### src/rtl/raster_timing.sv
module raster_timing #(
  parameter int H0_TOTAL     = 768,
  parameter int H0_SYNC_BEG  = 576,
  parameter int H0_SYNC_END  = 639,
  parameter int H0_BLANK_BEG = 512,
  parameter int H1_TOTAL     = 800,
  parameter int H1_SYNC_BEG  = 0,
  parameter int H1_SYNC_END  = 95,
  parameter int H1_BLANK_LO  = 255,
  parameter int H1_BLANK_HI  = 768,
  parameter int V0_TOTAL     = 320,
  parameter int V0_SYNC_BEG  = 280,
  parameter int V0_SYNC_END  = 319,
  parameter int V0_BLANK_BEG = 256,
  parameter int V1_TOTAL     = 525,
  parameter int V1_SYNC_BEG  = 0,
  parameter int V1_SYNC_END  = 3,
  parameter int V1_BLANK_LO  = 127,
  parameter int V1_BLANK_HI  = 384
) (
  input  logic clk,
  input  logic rst,
  input  logic pix_en,
  input  logic mode_sel,
  output logic hsync,
  output logic vsync,
  output logic hblank,
  output logic vblank,
  output logic hpulse,
  output logic vpulse
);
  localparam int HMAX = (H0_TOTAL > H1_TOTAL) ? H0_TOTAL : H1_TOTAL;
  localparam int VMAX = (V0_TOTAL > V1_TOTAL) ? V0_TOTAL : V1_TOTAL;
  localparam int HW = $clog2(HMAX);
  localparam int VW = $clog2(VMAX);

  function automatic logic hwin(input logic [HW-1:0] v, input int b, input int e);
    return HW'(v - HW'(b)) <= HW'(e - b);
  endfunction

  function automatic logic vwin(input logic [VW-1:0] v, input int b, input int e);
    return VW'(v - VW'(b)) <= VW'(e - b);
  endfunction

  logic [HW-1:0] hcnt, h_inc, h_nx, h_last, h_edge;
  logic [VW-1:0] vcnt, v_nx, v_last;
  logic mode_q, m_nx, v_step, frame_end, swap;
  logic hs_on, vs_on, hb_on, vb_on;

  assign h_last    = mode_q ? HW'(H1_TOTAL - 1) : HW'(H0_TOTAL - 1);
  assign h_edge    = mode_q ? HW'(H1_SYNC_BEG) : HW'(H0_SYNC_BEG);
  assign v_last    = mode_q ? VW'(V1_TOTAL - 1) : VW'(V0_TOTAL - 1);
  assign h_inc     = (hcnt == h_last) ? '0 : hcnt + 1'b1;
  assign v_step    = (h_inc == h_edge);
  assign frame_end = v_step && (vcnt == v_last);
  assign v_nx      = v_step ? (frame_end ? '0 : vcnt + 1'b1) : vcnt;
  assign swap      = frame_end && (mode_sel != mode_q);
  assign m_nx      = swap ? mode_sel : mode_q;
  assign h_nx      = swap ? '0 : h_inc;

  assign hs_on = m_nx ? hwin(h_nx, H1_SYNC_BEG, H1_SYNC_END)
                      : hwin(h_nx, H0_SYNC_BEG, H0_SYNC_END);
  assign vs_on = m_nx ? vwin(v_nx, V1_SYNC_BEG, V1_SYNC_END)
                      : vwin(v_nx, V0_SYNC_BEG, V0_SYNC_END);
  assign hb_on = m_nx ? (h_nx <= HW'(H1_BLANK_LO) || h_nx >= HW'(H1_BLANK_HI))
                      : (h_nx >= HW'(H0_BLANK_BEG));
  assign vb_on = m_nx ? (v_nx <= VW'(V1_BLANK_LO) || v_nx >= VW'(V1_BLANK_HI))
                      : (v_nx >= VW'(V0_BLANK_BEG));

  always_ff @(posedge clk) begin
    if (rst) begin
      hcnt   <= '0;
      vcnt   <= '0;
      mode_q <= mode_sel;
      hsync  <= mode_sel;
      vsync  <= mode_sel;
      hblank <= 1'b1;
      vblank <= 1'b1;
      hpulse <= 1'b0;
      vpulse <= 1'b0;
    end else if (pix_en) begin
      hcnt   <= h_nx;
      vcnt   <= v_nx;
      mode_q <= m_nx;
      hsync  <= hs_on ^ m_nx;
      vsync  <= vs_on ^ m_nx;
      hblank <= hb_on;
      vblank <= vb_on;
      hpulse <= (h_nx == (m_nx ? HW'(H1_TOTAL - 1) : HW'(H0_TOTAL - 1)));
      vpulse <= (v_nx == (m_nx ? VW'(V1_TOTAL - 1) : VW'(V0_TOTAL - 1)));
    end
  end


  hold_when_idle_chk: assert property (@(posedge clk) disable iff (rst)
    !pix_en |=> $stable({hsync, vsync, hblank, vblank, hpulse, vpulse}));


  hpulse_single_chk: assert property (@(posedge clk) disable iff (rst)
    (hpulse && pix_en) |=> !hpulse);


  hsync_in_blank_chk: assert property (@(posedge clk) disable iff (rst)
    (hsync != mode_q) |-> hblank);


  vpulse_in_blank_chk: assert property (@(posedge clk) disable iff (rst)
    vpulse |-> vblank);


  mode_at_origin_chk: assert property (@(posedge clk) disable iff (rst)
    !$stable(mode_q) |-> (hcnt == '0 && vcnt == '0));
endmodule

### config.mk
export PLATFORM = sky130hd
export DESIGN_NAME = raster_timing
export DESIGN_NICKNAME = d
export VERILOG_FILES = /design/src/rtl/raster_timing.sv
export SDC_FILE = /design/constraint.sdc
export NUM_CORES = 1
export LEC_CHECK = 0
export ABC_AREA = 1
export ABC_CLOCK_PERIOD_IN_PS = 3700
export BUFFER_PORTS_ARGS = -buffer_cell sky130_fd_sc_hd__buf_2
export CELL_PAD_IN_SITES_DETAIL_PLACEMENT = 1
export CELL_PAD_IN_SITES_GLOBAL_PLACEMENT = 2
export CORE_AREA = 2 2 75 94
export CTS_CLUSTER_DIAMETER = 100
export DETAILED_ROUTE_END_ITERATION = 16
export DIE_AREA = 0 0 77 96
export PLACE_DENSITY_LB_ADDON = 0.1
export SLEW_MARGIN = 20
export SYNTH_ARGS = -nofsm -noshare
export SYNTH_HDL_FRONTEND = slang
export SYNTH_SLANG_ARGS = --single-unit
### constraint.sdc
create_clock -name clk -period 3.7 [get_ports clk]
set_input_delay 0.37 -clock clk [delete_from_list [all_inputs] [get_ports clk]]
set_output_delay 0.37 -clock clk [all_outputs]
set_load 0.05 [all_outputs]
==> results of run 1 <==
## worst max path at each step
stage	start	endpoint	depth (start not counted)	slack [ns]
after floorplan	hcnt[1]$_SDFFE_PP0P_	vsync$_DFFE_PP_	21	1.06
after global placement	hcnt[1]$_SDFFE_PP0P_	vsync$_DFFE_PP_	20	0.66
after detailed placement	hcnt[1]$_SDFFE_PP0P_	vsync$_DFFE_PP_	20	0.61
after CTS	hcnt[1]$_SDFFE_PP0P_	vsync$_DFFE_PP_	20	0.59
after global routing	hcnt[1]$_SDFFE_PP0P_	vsync$_DFFE_PP_	20	0.30
final	hcnt[1]$_SDFFE_PP0P_	vsync$_DFFE_PP_	20	0.64
## metal layers
metal  GRT usage (%)  up-vias  wire length, um  part of all wire (%)
met2            39.8       11             3670                    53
li1                -     1110                -                     -
met3            1.88        9               65                  0.94
met5               0        -                0                     0
met4            6.85        0              148                   2.1
met1            23.0     1044             3050                    44
## metrics by stage
step	area, um^2	utilization [%]	hold WS (ns)	cells
2_1_floorplan	2210	-	0.503	331
3_3_place_gp	2320	35.5	0.436	420
3_5_place_dp	2320	35.5	0.450	420
4_1_cts	2360	36.2	0.350	424
5_1_grt	2360	36.2	0.377	424
6_report	2360	36.2	0.352	424
## registers in the layout (all words and copies together) (netlist names)
register  count
hblank        1
hcnt         10
hpulse        1
hsync         1
mode_q        1
vblank        1
vcnt         10
vpulse        1
vsync         1
## where the power goes
part,leakage (nW),total [W],internal (W),switching [W]
clock,0.0228,0.000188,0.0000778,0.000110
sequential,0.227,0.000330,0.000312,0.0000181
combinational,0.760,0.000148,0.0000460,0.000102
total,1.01,0.000666,0.000436,0.000230
## layout make-up
class	instances	area share, %
sequential	27	24.2
multi-input combinational	247	59.3
tap	87	4.61
timing repair buffer	10	2.22
clock buffer	4	1.91
inverter	49	7.79
## cells in the final DEF (no fill, tap or decap), drive strengths merged, types with 5 or more instances in the layout
master | Yosys | layout
nor3 | 5 | 5
o22ai | 14 | 14
buf | 5 | 10
a21oi | 7 | 7
nand4 | 13 | 13
dfxtp | 24 | 24
xor2 | 11 | 11
nand3 | 33 | 33
nor2 | 38 | 38
nand2 | 85 | 85
o21ai | 19 | 19
inv | 48 | 48
## logic make-up after synthesis
family,count (synthesis),synth area share (%)
adders and majority gates,4,2.27
buffers and inverters,57,10.7
xor gates and xnor gates,15,5.95
DFF,27,25.8
and+or+nand+nor,180,41.2
AOI/OAI and AO/OA,48,14.1
## critical path: stages (launching register included)
cell      delay [ns]
dfxtp_1         0.44
ha_1            0.30
nand2_2         0.11
nor2_4          0.13
nand3_1         0.10
a21oi_2         0.20
nor2_2          0.10
nor2_4          0.14
nand2_1         0.10
nor2_4          0.14
o211ai_1        0.13
nand2_1         0.18
inv_1           0.06
ha_1            0.27
inv_1           0.04
nand3_1         0.08
nand3_1         0.09
nand3_1         0.09
nor2_1          0.05
nand3_1         0.06
nand2_1         0.04
==> impl_metrics.yaml, run 1 <==
logic_synthesis:
  synth.most_common_cell: "nand2_1"
  ys_types: 37
  synth_edf_count: 3
  synth_top_area_share_pct: 21.8
  synth.area.top_cells: "dfxtp_1 22%, nand2_1 13%, inv_1 7.0%, nand3_1 6.3%, nor2_1 4.6%"
  synth_area_mm2: 0.00221
  yosysSeqAreaShare_pct: 25.8
  syn_nets: 339
  ys_async_sr_fraction_pct: 0
  synthTopCellsByCount: "77 x nand2_1, 41 x inv_1, 28 x nand3_1"
  ys_warn_count: 0
  synth_cells: 331
  ys.flop_type: "dfxtp_1"
  synth_seq_cells: 27
  avgSynthCellArea_um2: 6.67
  yosys.area.top_type: "dfxtp_1"
placed_design:
  io_buffers: 9
  gp_congestion: 0.835
  hpwl_um: 5590
  post-place-ws_ns: 0.615
timing:
  finalCriticalPeriod_ns: 3.06
  rsz0062_at_grt: "no"
  setup_ws_ns: 0.637
  setup_viol: 0
  finalSetupTns_ns: 0
  tightest_slew_ns: 0.794
  finClkSkew_ns: 0.00557
  post-route-period-util_pct: 82.8
  hold_violations: 0
  finalMaxSlewViolations: 0
  fmaxAchievable_mhz: 326
  maxSlewHeadroom_pct: 47.0
final_layout:
  fill_cells: 890
  area_delta_synth_final_pct: 6.97
  nets: 346
  seqCellArea_um2: 571
  diodes: 0
  drive_gt1_share_pct: 15.4
  multiInputGateArea_mm2: 0.00140
global_routing:
  grt_pass1_wl_um: 11500
  overflow: 0
  antenna_found_initial: 0
  grt_max_degree: 20
  grt.total_usage_pct: 20.3
  grt_pass1_vias: 2239
routing:
  vias_per_cell: 5.13
  wl_per_cell_um: 16.4
  vias: 2174
  wirelength_um: 6930
  dr.pass1.iters: 4
  final_antenna_net_count: 0
  drtIter0Drc: 47
  drc: 0
setup_path:
  cp.required_ns: 3.76
  cp-start-kind: "flop"
  end_kind: "flop"
  crit_type: "reg -> reg"
  arrival_ns: 3.12
  crit_fanout: 5
  reg2reg_from: "hcnt[1]$_SDFFE_PP0P_"
  reg2regPathDepth: 20
  r2r-end: "vsync$_DFFE_PP_"
  rrSetupSlack_ns: 0.64
die:
  fp.dieH_um: 96
  die-area_mm2: 0.00739
  io_pins: 10
  start_util_pct: 33.9
  core_area_mm2: 0.00652
  die_width_um: 77
  row_count: 33
clocking:
  cts_buffer_depth: 2
  cts_setup_buffers: 0
  cts-hold-fix-buffers: 0
  cts_resized: 0
  cts.sinks: 27
  h-tree-depth: 1
  cts.clk_slew.worst_paths_ns: 0.11
  cts_buffers: 3
  clk_latency_ns: 0.29
  tritoncts: "done"
  root_buffer: "clkbuf_8"
worst_hold_path:
  min_to: "vblank$_SDFFE_PP1P_"
  hold_start: "pix_en"
  hold_class: "in -> reg"
  min_path_cells: 3
power_and_ir_drop:
  p_leak_nw: 1.01
  ir_drop_mv: 0.144
  p_total_w: 0.000666
  power.density_mw_per_mm2: 282
run:
  maxCapViolCount: 0
status:
  status: "completed"
Power figures use the tool's default switching activity.
==> run 2, diff against run 1 <==
--- a/config.mk
+++ b/config.mk
@@ -6,14 +6,14 @@
 export NUM_CORES = 1
 export LEC_CHECK = 0
 export ABC_AREA = 1
-export ABC_CLOCK_PERIOD_IN_PS = 3700
+export ABC_CLOCK_PERIOD_IN_PS = 2600
 export BUFFER_PORTS_ARGS = -buffer_cell sky130_fd_sc_hd__buf_2
 export CELL_PAD_IN_SITES_DETAIL_PLACEMENT = 1
 export CELL_PAD_IN_SITES_GLOBAL_PLACEMENT = 2
-export CORE_AREA = 2 2 75 94
+export CORE_AREA = 2 2 79 100
 export CTS_CLUSTER_DIAMETER = 100
 export DETAILED_ROUTE_END_ITERATION = 16
-export DIE_AREA = 0 0 77 96
+export DIE_AREA = 0 0 81 102
 export PLACE_DENSITY_LB_ADDON = 0.1
 export SLEW_MARGIN = 20
 export SYNTH_ARGS = -nofsm -noshare
==> constraint.sdc (replaced) <==
create_clock -name clk -period 2.6 [get_ports clk]
set_input_delay 0.26 -clock clk [delete_from_list [all_inputs] [get_ports clk]]
set_output_delay 0.26 -clock clk [all_outputs]
set_load 0.05 [all_outputs]
==> run 2 against run 1 <==
Net effect:
- maximum frequency rose by 19%
- critical endpoint unchanged
- non-clock buffer count rose by 53
- highest routed layer unchanged
- largest cell class unchanged
- cell count is 14% higher
==> impl_metrics.yaml, run 2 (synthesis results as in run 1) <==
timing:
  finalCriticalPeriod_ns: 2.58
  post-route-period-util_pct: 99.1
  finClkSkew_ns: 0.0125
  rsz0062_at_grt: "yes"
  setup_ws_ns: 0.0224
  maxSlewHeadroom_pct: 46.9
  tightest_slew_ns: 0.796
  finalMaxSlewViolations: 0
  fmaxAchievable_mhz: 388
  hold_violations: 0
  setup_viol: 0
setup_path:
  crit_chain: "ha_4, nand2_4, nor2_4, buf_4, buf_4, nand3_1, nand3_4, nand3_4, inv_4, o211ai_1, nand2_1, inv_2, ha_4, nor2_2, nand2_2, nand3_1, nand2_1, nand3_1, nand2_1"
  crit_fanout: 4
  cp.required_ns: 2.65
  crit_type: "reg -> reg"
  cp-start-kind: "flop"
  critPathMaxStageDelay_ns: 0.38
  arrival_ns: 2.63
  critPathTopFamily: "simple AND/OR/NAND/NOR gates"
  cpMaxStageDelayCell: "dfxtp_4"
  path_buf_inv: 4
  end_kind: "flop"
die:
  io_pins: 10
  start_util_pct: 30.4
  die-area_mm2: 0.00826
  fp.dieH_um: 102
  die_width_um: 81
  core_area_mm2: 0.00727
  row_count: 35
final_layout:
  reg.largest.list: "hcnt x10, vcnt x10"
  final_common_cell: "nand2_1"
  final_cell_mix: "57 x nand2_1, 45 x buf_4, 37 x inv_1"
  fill_cells: 937
  drive_gt1_share_pct: 39.7
  diodes: 0
  area_delta_synth_final_pct: 39.0
  nets: 399
global_routing:
  grt_pass1_vias: 2508
  grt_pass1_wl_um: 12800
  grt_max_degree: 20
  overflow: 0
  antenna_found_initial: 0
  grt.total_usage_pct: 20.4
worst_hold_path:
  hold_class: "in -> reg"
clocking:
  root_buffer: "clkbuf_8"
  cts.sinks: 27
  cts_buffer_depth: 2
  cts_buffers: 3
  tritoncts: "done"
  cts.clk_slew.worst_paths_ns: 0.10
  cts-hold-fix-buffers: 0
  clk_latency_ns: 0.29
  h-tree-depth: 1
run:
  maxCapViolCount: 0
routing:
  drc: 0
  vias_per_cell: 4.96
  drtIter0Drc: 90
  wirelength_um: 8120
  vias: 2391
  wl_per_cell_um: 16.9
  final_antenna_net_count: 0
  dr.pass1.iters: 4
status:
  status: "completed"
placed_design:
  gp_congestion: 0.836
  hpwl_um: 6130
  io_buffers: 9
  post-place-ws_ns: -0.167
power_and_ir_drop:
  p_leak_nw: 1.36
  power.density_mw_per_mm2: 347
  p_total_w: 0.00107
  ir_drop_mv: 0.238
-- run 2: worst min-delay path, cell delays in order --
cell and delay, ns:
buf_2 0.14, nand3_1 0.09, nand2_1 0.04
-- run 2: worst paths after layout --
kind | cells after the start | slack (ns) | endpoint | from
worst max-delay path | 19 | 0.02 | vsync$_DFFE_PP_ | hcnt[1]$_SDFFE_PP0P_
worst min register to register | 2 | 0.46 | vpulse$_SDFFE_PP0P_ | vpulse$_SDFFE_PP0P_
worst min-delay path | 3 | 0.29 | vblank$_SDFFE_PP1P_ | pix_en
worst max register to register | 19 | 0.02 | vsync$_DFFE_PP_ | hcnt[1]$_SDFFE_PP0P_
-- run 2: final cells by class --
cell class	instances	area, um^2	area share, %
Tap cell	92	115	3.75
Multi-Input combinational cell	247	1630	53.0
Timing Repair Buffer	63	507	16.5
Inverter	49	191	6.24
Clock buffer	4	45.0	1.47
Sequential cell	27	584	19.0
-- run 2: what timing repair did --
action | CTS | global route
setup endpoints to repair | 3 | 6
buffers inserted | 15 | 3
cloned | 0 | 1
gates resized for setup | 36 | 40
pin swaps | 23 | 25
-- run 2: power breakdown --
| part | total (W) | leakage [nW] | internal, W | switching (W) |
|---|---|---|---|---|
| combinational | 0.000326 | 1.10 | 0.000136 | 0.000189 |
| sequential | 0.000474 | 0.230 | 0.000451 | 0.0000235 |
| clock | 0.000265 | 0.0228 | 0.000111 | 0.000155 |
| total | 0.00107 | 1.36 | 0.000697 | 0.000368 |
-- run 2: layer usage --
layer  part of all wire [%]  track usage (%)  up-vias
li1                       -                -     1215
met1                     41             22.5     1153
met2                     57             40.4       11
met3                   0.58             1.77       12
met4                    2.1             6.26        0
met5                      0                0        -
-- run 2: stage by stage --
stage	area (um^2)	hold slack (ns)	utilization, %	setup TNS, ns	std cells
final	3070	0.287	42.2	0	482
after global placement	2590	0.443	35.7	-0.160	459
after floorplan	2210	0.394	-	0	331
after CTS	2880	0.252	39.6	0	478
after global routing	3070	0.276	42.2	-0.256	482
after detailed placement	2590	0.451	35.7	-0.259	459
